===== src/rtl/sess_pkg.sv =====
`timescale 1ns/1ps
package sess_pkg;

  localparam int REG_W = 8;

  typedef enum logic [2:0] {
    ST_IDLE    = 3'd0,
    ST_LOAD    = 3'd1,
    ST_CONFIG  = 3'd2,
    ST_RUN     = 3'd3,
    ST_DONE    = 3'd4,
    ST_COLLECT = 3'd5
  } sess_state_e;

  typedef enum logic [2:0] {
    CMD_NOP     = 3'd0,
    CMD_LOAD    = 3'd1,
    CMD_CONFIG  = 3'd2,
    CMD_START   = 3'd3,
    CMD_HDONE   = 3'd4,
    CMD_COLLECT = 3'd5,
    CMD_END     = 3'd6
  } sess_cmd_e;

  localparam logic [1:0] RA_CMD   = 2'd0;
  localparam logic [1:0] RA_FUNC  = 2'd1;
  localparam logic [1:0] RA_STAT  = 2'd2;
  localparam logic [1:0] RA_STAGE = 2'd3;

  localparam int SB_READY = 0;
  localparam int SB_BUSY  = 1;
  localparam int SB_ACK   = 2;
  localparam int SB_ERR   = 3;

  // Stage reached by a command; RUN is left only through the barrier.
  function automatic sess_state_e stage_after(input sess_state_e cur,
                                              input sess_cmd_e   cmd,
                                              input logic        ready);
    sess_state_e nxt;
    nxt = cur;
    case (cur)
      ST_IDLE:    if (cmd == CMD_LOAD) nxt = ST_LOAD;
      ST_LOAD:    if (cmd == CMD_CONFIG) nxt = ST_CONFIG;
      ST_CONFIG:  if (cmd == CMD_START && ready) nxt = ST_RUN;
      ST_DONE:    if (cmd == CMD_COLLECT) nxt = ST_COLLECT;
      ST_COLLECT: begin
        if (cmd == CMD_LOAD) nxt = ST_LOAD;
        else if (cmd == CMD_END) nxt = ST_IDLE;
      end
      default: nxt = cur;
    endcase
    return nxt;
  endfunction

  function automatic logic start_refused(input sess_state_e cur,
                                         input sess_cmd_e   cmd,
                                         input logic        ready);
    return (cmd == CMD_START) && !((cur == ST_CONFIG) && ready);
  endfunction

  function automatic logic [REG_W-1:0] status_word(input logic ready, input logic busy,
                                                   input logic ack, input logic err);
    logic [REG_W-1:0] w;
    w = '0;
    w[SB_READY] = ready;
    w[SB_BUSY]  = busy;
    w[SB_ACK]   = ack;
    w[SB_ERR]   = err;
    return w;
  endfunction

  function automatic logic [REG_W-1:0] stage_word(input sess_state_e st);
    return {{(REG_W-3){1'b0}}, st};
  endfunction

endpackage


===== src/rtl/sess_regs.sv =====
`timescale 1ns/1ps
module sess_regs
  import sess_pkg::*;
#(
  parameter int FUNC_W = 4
) (
  input  logic              clk,
  input  logic              rst_n,
  input  logic              wr,
  input  logic [1:0]        addr,
  input  logic [REG_W-1:0]  wdata,
  input  logic              ack_set,
  input  logic              err_set,
  output logic              cmd_valid,
  output sess_cmd_e         cmd,
  output logic [FUNC_W-1:0] func_q,
  output logic              ack_q,
  output logic              err_q
);

  logic ack_clr;
  logic err_clr;
  logic func_wr;
  logic unused_wdata;

  assign cmd_valid    = wr && (addr == RA_CMD);
  assign cmd          = sess_cmd_e'(wdata[2:0]);
  assign func_wr      = wr && (addr == RA_FUNC);
  assign ack_clr      = wr && (addr == RA_STAT) && wdata[SB_ACK];
  assign err_clr      = wr && (addr == RA_STAT) && wdata[SB_ERR];
  assign unused_wdata = ^wdata;

  always_ff @(posedge clk or negedge rst_n) begin
    if (!rst_n) begin
      func_q <= '0;
      ack_q  <= 1'b0;
      err_q  <= 1'b0;
    end else begin
      if (func_wr) func_q <= wdata[FUNC_W-1:0];
      // a completion on the clearing edge is kept
      ack_q <= ack_set | (ack_q & ~ack_clr);
      err_q <= err_set | (err_q & ~err_clr);
    end
  end


  ack_hold_chk: assert property (@(posedge clk) disable iff (!rst_n)
    ($past(ack_q) && !$past(ack_clr)) |-> ack_q);


  ack_set_wins_chk: assert property (@(posedge clk) disable iff (!rst_n)
    $past(ack_set) |-> ack_q);


  err_hold_chk: assert property (@(posedge clk) disable iff (!rst_n)
    ($past(err_q) && !$past(err_clr)) |-> err_q);

endmodule


===== src/rtl/sess_seq.sv =====
`timescale 1ns/1ps
module sess_seq
  import sess_pkg::*;
#(
  parameter int FUNC_W  = 4,
  parameter int CFG_LAT = 4
) (
  input  logic              clk,
  input  logic              rst_n,
  input  logic              cmd_valid,
  input  sess_cmd_e         cmd,
  input  logic [FUNC_W-1:0] func_q,
  input  logic              cu_done,
  output sess_state_e       state,
  output logic              cfg_busy,
  output logic              cfg_ready,
  output logic              cu_start,
  output logic [FUNC_W-1:0] cu_func,
  output logic              ack_set,
  output logic              err_set,
  output logic              unit_owns
);

  localparam int CNT_W = $clog2(CFG_LAT + 1);

  sess_cmd_e   cmd_eff;
  sess_state_e nxt;
  logic [CNT_W-1:0] cfg_cnt;
  logic cu_fin;
  logic host_fin;
  logic cfg_begin;

  assign cmd_eff   = cmd_valid ? cmd : CMD_NOP;
  assign nxt       = stage_after(state, cmd_eff, cfg_ready);
  assign cfg_begin = (state == ST_LOAD) && (nxt == ST_CONFIG);
  assign cfg_busy  = (cfg_cnt != '0);
  assign ack_set   = cu_done && (state == ST_RUN);
  assign err_set   = cmd_valid && start_refused(state, cmd, cfg_ready);
  assign unit_owns = (state == ST_RUN);

  always_ff @(posedge clk or negedge rst_n) begin
    if (!rst_n) begin
      state     <= ST_IDLE;
      cfg_cnt   <= '0;
      cfg_ready <= 1'b0;
      cu_start  <= 1'b0;
      cu_func   <= '0;
      cu_fin    <= 1'b0;
      host_fin  <= 1'b0;
    end else begin
      cu_start <= 1'b0;
      if (state == ST_RUN) begin
        if (cu_fin && host_fin) begin
          state    <= ST_DONE;
          cu_fin   <= 1'b0;
          host_fin <= 1'b0;
        end else begin
          cu_fin   <= cu_fin | cu_done;
          host_fin <= host_fin | (cmd_eff == CMD_HDONE);
        end
      end else begin
        state <= nxt;
        if (nxt == ST_RUN) begin
          cu_start  <= 1'b1;
          cfg_ready <= 1'b0;
        end
        if (cfg_begin) begin
          cfg_cnt   <= CNT_W'(CFG_LAT);
          cfg_ready <= 1'b0;
          cu_func   <= func_q;
        end else if (cfg_busy) begin
          cfg_cnt <= cfg_cnt - 1'b1;
          if (cfg_cnt == CNT_W'(1)) cfg_ready <= 1'b1;
        end
      end
    end
  end


  busy_ready_excl_chk: assert property (@(posedge clk) disable iff (!rst_n)
    !(cfg_busy && cfg_ready));


  run_entry_chk: assert property (@(posedge clk) disable iff (!rst_n)
    (state == ST_RUN && $past(state) != ST_RUN) |-> $past(cfg_ready));


  start_pulse_chk: assert property (@(posedge clk) disable iff (!rst_n)
    cu_start |-> (state == ST_RUN && $past(state) != ST_RUN));


  barrier_chk: assert property (@(posedge clk) disable iff (!rst_n)
    ($past(state) == ST_RUN && state != ST_RUN) |-> $past(cu_fin && host_fin));

endmodule


===== src/rtl/sess_mem.sv =====
`timescale 1ns/1ps
module sess_mem #(
  parameter int DW = 16,
  parameter int AW = 4
) (
  input  logic          clk,
  input  logic          rst_n,
  input  logic          unit_owns,
  input  logic          host_req,
  input  logic          host_we,
  input  logic [AW-1:0] host_addr,
  input  logic [DW-1:0] host_wdata,
  output logic [DW-1:0] host_rdata,
  output logic          host_ack,
  input  logic          cu_req,
  input  logic          cu_we,
  input  logic [AW-1:0] cu_addr,
  input  logic [DW-1:0] cu_wdata,
  output logic [DW-1:0] cu_rdata,
  output logic          cu_gnt
);

  localparam int DEPTH = 1 << AW;

  logic [DW-1:0] mem [DEPTH];

  assign host_ack   = host_req && !unit_owns;
  assign cu_gnt     = cu_req && unit_owns;
  assign host_rdata = mem[host_addr];
  assign cu_rdata   = mem[cu_addr];

  always_ff @(posedge clk) begin
    if (host_ack && host_we)    mem[host_addr] <= host_wdata;
    else if (cu_gnt && cu_we)   mem[cu_addr]   <= cu_wdata;
  end


  host_stall_chk: assert property (@(posedge clk) disable iff (!rst_n)
    (host_req && unit_owns) |-> !host_ack);


  stall_release_chk: assert property (@(posedge clk) disable iff (!rst_n)
    ($past(host_req && unit_owns) && host_req && !unit_owns) |-> host_ack);


  cu_gnt_owner_chk: assert property (@(posedge clk) disable iff (!rst_n)
    !(cu_gnt && host_ack));

endmodule


===== src/rtl/accel_session_ctrl.sv =====
`timescale 1ns/1ps
module accel_session_ctrl
  import sess_pkg::*;
#(
  parameter int DW      = 16,
  parameter int AW      = 4,
  parameter int FUNC_W  = 4,
  parameter int CFG_LAT = 4
) (
  input  logic              clk,
  input  logic              rst_n,
  input  logic              reg_wr,
  input  logic [1:0]        reg_addr,
  input  logic [7:0]        reg_wdata,
  output logic [7:0]        reg_rdata,
  input  logic              hmem_req,
  input  logic              hmem_we,
  input  logic [AW-1:0]     hmem_addr,
  input  logic [DW-1:0]     hmem_wdata,
  output logic [DW-1:0]     hmem_rdata,
  output logic              hmem_ack,
  output logic              host_irq,
  output logic              cu_start,
  output logic [FUNC_W-1:0] cu_func,
  input  logic              cu_done,
  input  logic              cu_mem_req,
  input  logic              cu_mem_we,
  input  logic [AW-1:0]     cu_mem_addr,
  input  logic [DW-1:0]     cu_mem_wdata,
  output logic [DW-1:0]     cu_mem_rdata,
  output logic              cu_mem_gnt
);

  logic              cmd_valid;
  sess_cmd_e         cmd;
  logic [FUNC_W-1:0] func_q;
  logic              ack_q;
  logic              err_q;
  logic              ack_set;
  logic              err_set;
  sess_state_e       state;
  logic              cfg_busy;
  logic              cfg_ready;
  logic              unit_owns;

  sess_regs #(.FUNC_W(FUNC_W)) u_regs (
    .clk(clk), .rst_n(rst_n),
    .wr(reg_wr), .addr(reg_addr), .wdata(reg_wdata),
    .ack_set(ack_set), .err_set(err_set),
    .cmd_valid(cmd_valid), .cmd(cmd),
    .func_q(func_q), .ack_q(ack_q), .err_q(err_q)
  );

  sess_seq #(.FUNC_W(FUNC_W), .CFG_LAT(CFG_LAT)) u_seq (
    .clk(clk), .rst_n(rst_n),
    .cmd_valid(cmd_valid), .cmd(cmd), .func_q(func_q), .cu_done(cu_done),
    .state(state), .cfg_busy(cfg_busy), .cfg_ready(cfg_ready),
    .cu_start(cu_start), .cu_func(cu_func),
    .ack_set(ack_set), .err_set(err_set), .unit_owns(unit_owns)
  );

  sess_mem #(.DW(DW), .AW(AW)) u_mem (
    .clk(clk), .rst_n(rst_n), .unit_owns(unit_owns),
    .host_req(hmem_req), .host_we(hmem_we), .host_addr(hmem_addr),
    .host_wdata(hmem_wdata), .host_rdata(hmem_rdata), .host_ack(hmem_ack),
    .cu_req(cu_mem_req), .cu_we(cu_mem_we), .cu_addr(cu_mem_addr),
    .cu_wdata(cu_mem_wdata), .cu_rdata(cu_mem_rdata), .cu_gnt(cu_mem_gnt)
  );

  assign host_irq = ack_q;

  always_comb begin
    case (reg_addr)
      RA_FUNC:  reg_rdata = REG_W'(func_q);
      RA_STAT:  reg_rdata = status_word(cfg_ready, cfg_busy, ack_q, err_q);
      RA_STAGE: reg_rdata = stage_word(state);
      default:  reg_rdata = '0;
    endcase
  end

endmodule


===== config.mk =====
export PLATFORM = sky130hd
export DESIGN_NAME = accel_session_ctrl
export DESIGN_NICKNAME = d
export VERILOG_FILES = /design/src/rtl/sess_pkg.sv /design/src/rtl/sess_regs.sv /design/src/rtl/sess_seq.sv /design/src/rtl/sess_mem.sv /design/src/rtl/accel_session_ctrl.sv
export SDC_FILE = /design/constraint.sdc
export NUM_CORES = 1
export LEC_CHECK = 0
export BUFFER_PORTS_ARGS = -buffer_cell sky130_fd_sc_hd__buf_4
export CAP_MARGIN = 20
export CORE_MARGIN = 10
export CORE_UTILIZATION = 60
export DETAILED_ROUTE_END_ITERATION = 7
export GPL_ROUTABILITY_DRIVEN = 0
export PLACE_DENSITY = 0.91
export SLEW_MARGIN = 25
export SYNTH_ARGS = -nofsm -noshare
export SYNTH_HDL_FRONTEND = slang
export SYNTH_SLANG_ARGS = --single-unit

===== constraint.sdc =====
create_clock -name clk -period 2.7 [get_ports clk]
set_input_delay 0.405 -clock clk [delete_from_list [all_inputs] [get_ports clk]]
set_output_delay 0.405 -clock clk [all_outputs]
set_load 0.1 [all_outputs]

# Word level (Yosys, flattened, before mapping)

Memories as Yosys holds them, arrays and structs flattened.
Index checks and enable logic that the tools add are counted.

$add $sub $neg: 1
Equality and inequality tests: 19
Multiplexer cells: 29
Bitwise logic cells: 9
Reduce and logical (&&, ||, !) cells: 25

Operator list:

| kind                  | number |
|---|---|
| $mux W3               | 11 |
| $eq A3 B2 Y1 const B  | 7 |
| $logic_and A1 B1 Y1   | 16 |
| $mux W16              | 1 |
| $reduce_or A16 Y1     | 1 |
| $eq A3 B3 Y1 const B  | 5 |
| $pmux W3 S5           | 1 |
| $mux W1               | 14 |
| $pmux W4 S3           | 1 |
| $eq A3 B1 Y1 const B  | 3 |
| $eq A2 B2 Y1 const B  | 2 |
| $mux W4               | 1 |
| $or A1 B1 Y1          | 4 |
| $reduce_and A2 Y1     | 2 |
| $logic_not A3 Y1      | 1 |
| $not A1 Y1            | 3 |
| $reduce_bool A3 Y1    | 1 |
| $sub A3 B1 Y3 const B | 1 |
| $and A1 B1 Y1         | 2 |
| $eq A2 B1 Y1 const B  | 1 |
| $logic_not A1 Y1      | 2 |
| $logic_not A2 Y1      | 1 |
| $ne A2 B2 Y1 const B  | 1 |
| $reduce_bool A2 Y1    | 1 |

Register bits after elaboration: 20
Memory bits (writable): 256
Output and inout bits: 48
Memories: 1

Memory list:

| memory    | depth | bits a word | rd ports | clocked after Yosys merged registers in | write ports | line           | RTL |
|---|---|---|---|---|---|---|---|
| u_mem.mem | 16    | 16          | 2        | 0                                       | 1           | sess_mem.sv:25 | `logic [DW-1:0] mem [DEPTH];` |

# Longest topological paths before layout

Word-level depth: 12
Gate-level depth with buffers: 8
Gate-level depth less buffers: 6

# By module

A second synthesis with hierarchy kept.

Cells, all modules: 685
Area, all modules: 13070.0 um2

By module, submodules not included:

| module             | instances | cells each | area each (um2) | seq. area each (um2) |
|---|---|---|---|---|
| sess_mem           | 1         | 577        | 11861.4         | 7687.4 |
| sess_seq           | 1         | 75         | 794.5           | 350.3 |
| sess_regs          | 1         | 19         | 292.8           | 150.1 |
| accel_session_ctrl | 1         | 14         | 121.4           | 0.0 |

# Worst setup path after synthesis

OpenSTA, ideal clock, no wires.

Kind: in2out
Start: input port hmem_addr[0]
End: output port hmem_rdata[10]
Arrival: 2.119 ns
Path slack: 0.176 ns
Stages: 5
Path buffers: 2
Cell sequence: clkbuf_1 -> buf_2 -> mux4_2 -> a22oi_1 -> nand2_1

Longest elaborated chain between the ends: 1

Ends and longest elaborated chain:

| what               | line                     | RTL |
|---|---|---|
| start: declaration | accel_session_ctrl.sv:18 | `input logic [AW-1:0] hmem_addr,` |
| $mem_v2 Z16 W16    | --                       |  |
| end: declaration   | accel_session_ctrl.sv:20 | `output logic [DW-1:0] hmem_rdata,` |

Every way passes these cells.

# Worst setup path after layout

Start: register u_seq.state[2]
End: memory u_mem.mem[8][13] (enable)

Longest elaborated chain between the ends: 8
Elaborated cells between the ends (all ways): 14
Classes of those cells: 1 x eq/ne; 7 x mux; 6 x reduce/logical

Ends and longest elaborated chain:

| what                                                    | line                           | RTL |
|---|---|---|
| start: declaration                                      | sess_seq.sv:14                 | `output sess_state_e state,` |
| start signal: assignment                                | sess_seq.sv:62                 | `state <= nxt;` |
| $eq A3 B2 Y1 *                                          | sess_seq.sv:39                 | `assign unit_owns = (state == ST_RUN);` |
| $logic_and A1 B1 Y1 or $logic_not A1 Y1 (tied branches) | sess_mem.sv:28, sess_mem.sv:27 |  |
| $logic_and A1 B1 Y1 (on tied branches)                  | sess_mem.sv:34, sess_mem.sv:27 |  |
| $mux W1 or $logic_and A1 B1 Y1 (tied branches)          | sess_mem.sv:34, sess_mem.sv:33 |  |
| $mux W1                                                 | sess_mem.sv:33                 | `if (host_ack && host_we) mem[host_addr] <= host_wdata;` |
| $mux W1 (not written as such)                           | sess_mem.sv:34                 | `else if (cu_gnt && cu_we) mem[cu_addr] <= cu_wdata;` |
| $reduce_or A16 Y1 (no line)                             | --                             |  |
| $mux W4 (no line) or $mux W1 (tied branches)            | --                             |  |
| end: declaration                                        | sess_mem.sv:25                 |  |

Mark *: on every way between the ends. The rest lies on a longest branch, timed or not.

==> flow_metrics.py <==
metrics = {
    "place": {
        "hpwl_um": 22800,
        "io_buffers": 97,
        "dp_cells": 1113,
        "dp_slack_ns": 0.161,
    },
    "routing": {
        "vias_per_cell": 6.99,
        "first_iter_violations": 1112,
        "drt_wl_total_um": 34600,
        "drc_errors": 0,
        "vias": 8121,
        "wire_per_inst_um": 29.8,
        "dr.pass1.iters": 7,
        "postRouteAntennaNets": 0,
    },
    "power": {
        "cellPowerDensity_nw_per_um2": 643,
        "vdd_ir_drop_max_v": 0.000490,
        "total_leakage_power_nw": 5.45,
    },
    "finish": {
        "finalNonFillerCells": 1162,
        "n_fill_cell": 1183,
        "diodes": 0,
        "seq_area_sq_um": 8190,
        "area_delta_synth_final_pct": 18.6,
        "multi_input_comb_area_sq_um": 4520,
        "drive_gt1_share_pct": 41.4,
        "nets": 928,
    },
    "clock_network": {
        "cts-buffers-inserted": 26,
        "htreeDepth": 1,
        "clkTransAtPathRegs_ns": 0.06,
        "root_buffer": "clkbuf_16",
        "cts_tree": "built",
        "clock_sinks": 276,
        "cts_setup_buffers": 0,
        "cts_buffer_depth": 3,
        "clk_latency_ns": 0.53,
    },
    "synth": {
        "yosysTopAreaCell": "edfxtp_1",
        "syn-mean-instance-area_sq_um": 17.8,
        "ys_ff_latch": 276,
        "synth_top_flop_cell": "edfxtp_1",
        "synth_sequential_area_ratio_pct": 62.9,
        "synth-async-reset-ratio_pct": 7.25,
        "synth.top_cell.area_share_pct": 59.0,
        "syn_inst": 733,
        "synth_edf_count": 256,
        "synth_warnings": 0,
        "syn_area_sq_um": 13000,
        "synth.most_common_cell": "edfxtp_1",
        "yosys.cell_types.count": 46,
        "synthTopCellsByCount": "edfxtp_1, mux4_2, nand2_1",
        "synth_area_leaders": "edfxtp_1, mux4_2, dfrtp_1",
    },
    "grt": {
        "grt_max_degree": 33,
        "grt_pass1_vias": 8581,
        "grt-ovfl-total": 0,
        "grt.total_usage_pct": 24.3,
        "antenna_found_initial": 0,
        "grt_pass1_wl_um": 52300,
    },
    "sta": {
        "rsz0062_at_grt": "false",
        "hold_slack_ns": 0.116,
        "setup_viol": 0,
        "layout_setup_ws_ns": 0.112,
        "fmax_mhz": 386,
        "hold_viol": 0,
        "slew_headroom_pct": 46.6,
        "fin_skew_ns": 0.00971,
        "post-route-period-util_pct": 95.9,
        "setup-tns-final_ns": 0,
        "fin_crit_ns": 2.59,
        "worst_pin_slew_ns": 0.800,
        "drv_slew": 0,
    },
    "flow_run": {
        "cap_violations": 0,
    },
    "worst_setup_path": {
        "end_kind": "flop",
        "path_max_fanout": 9,
        "worstSetupPathType": "reg -> reg",
        "crit_arrival_ns": 2.82,
        "start_kind": "flop",
        "critPathRequiredTime_ns": 2.94,
    },
    "die": {
        "rows": 53,
        "pin_count": 106,
        "fp.dieW_um": 167,
        "die_y_um": 167,
        "dieArea_sq_um": 28000,
        "core-area_sq_um": 21200,
        "start_util_pct": 61.5,
    },
    "status": {
        "status": "finished clean",
    },
    "hold_path": {
        "hold_class": "in -> reg",
    },
}
[logic make-up (layout without fill, tap and decap cells)]
kind of cell / after synthesis / after routing / share of synthesized area [%]
fa+ha+maj: 3 / 3 / 0.288
flops: 276 / 276 / 62.9
mux: 141 / 141 / 23.2
xor+xnor: 1 / 1 / 0.0673
simple gates: 147 / 147 / 5.07
buf+inv: 69 / 220 / 2.96
other cells: 1 / 4 / 0.0288
compound gates: 95 / 95 / 5.46
[what timing repair did]
action / 4_1_cts / 5_1_grt
hold buffers: 1 / 0
hold endpoints to repair: 20 / 0
gates resized for setup: 0 / 0
[report_power, final]
part,total [W],internal (W),switching [W]
Combinational,0.00132,0.000428,0.000889
Sequential,0.00474,0.00472,0.0000229
Clock,0.00388,0.00234,0.00154
[layout by cell type (no fill, tap or decap), drive strengths merged, types with 2 or more instances in the layout]
master | synthesis | final
nand3 | 4 | 4
o32a | 2 | 2
nand4b | 2 | 2
a22oi | 64 | 64
and3 | 3 | 3
nor3b | 3 | 3
mux2i | 4 | 4
mux2 | 9 | 9
conb | 1 | 4
a32oi | 3 | 3
inv | 9 | 9
ha | 3 | 3
nand2 | 93 | 93
clkbuf | 23 | 34
a22o | 4 | 4
and2 | 4 | 4
o21ai | 2 | 2
a41oi | 2 | 2
a21oi | 8 | 8
clkinv | 0 | 8
nor2 | 24 | 24
mux4 | 128 | 128
nor2b | 8 | 8
nand3b | 3 | 3
a31oi | 2 | 2
edfxtp | 256 | 256
buf | 37 | 162
dfrtp | 20 | 20
clkinvlp | 0 | 2
bufinv | 0 | 4
[registers in the layout, indices dropped and copies added, names as in the netlist, 3 cells and up]
| name | cells |
|---|---|
| u_mem.mem | 256 |
| u_regs.func_q | 4 |
| u_seq.cu_func | 4 |
| u_seq.cfg_cnt | 3 |
| u_seq.state | 3 |
[per-layer routing]
layer	track usage (%)	vias to the layer above	part of all wire, %
li1	-	3302	-
met1	30.7	4087	35
met2	40.0	617	50
met3	5.22	115	11
met4	10.1	0	3.8
met5	0	-	0
[critical path, stage by stage (launching register included)]
cell,delay (ns)
dfrtp_1,0.36
buf_4,0.18
nand3b_1,0.16
nand4b_1,0.23
o32a_1,0.31
buf_4,0.18
nor2_2,0.63
buf_12,0.23
[per-stage QoR]
| stage | area [sq um] | util [%] | power (W) |
|---|---|---|---|
| after global routing | 15400 | 73.0 | 0.0102 |
| after global placement | 14500 | 68.5 | 0.00610 |
| after detailed placement | 14500 | 68.6 | 0.00613 |
| after CTS | 15400 | 73.0 | 0.00993 |
| final | 15400 | 73.0 | 0.00993 |
| after floorplan | 13000 | - | 0.00576 |
[cell type report]
| cell class | count | share of cell area [%] |
|---|---|---|
| inverters | 9 | 0.219 |
| flip-flops and latches | 276 | 53.0 |
| clock inverters | 14 | 1.10 |
| well taps | 275 | 2.23 |
| multi-input cells | 391 | 29.3 |
| repair buffers | 163 | 9.24 |
| clock buffers | 34 | 4.87 |
[worst paths after layout]
path / endpoint / slack (ns) / start / cells past startpoint
worst max-delay path: u_mem.mem[8][13] / 0.11 / u_seq.state[2] / 7
worst min-delay path: u_regs.ack_q / 0.12 / cu_done / 2
worst max register to register: u_mem.mem[8][13] / 0.11 / u_seq.state[2] / 7
worst min register to register: u_regs.err_q / 0.49 / u_regs.err_q / 1
max in group asynchronous: u_seq.cfg_cnt[0] / 2.18 / rst_n / 2
min in group asynchronous: u_seq.cu_func[3] / 0.31 / rst_n / 2
(Power assumes the default switching activity.)
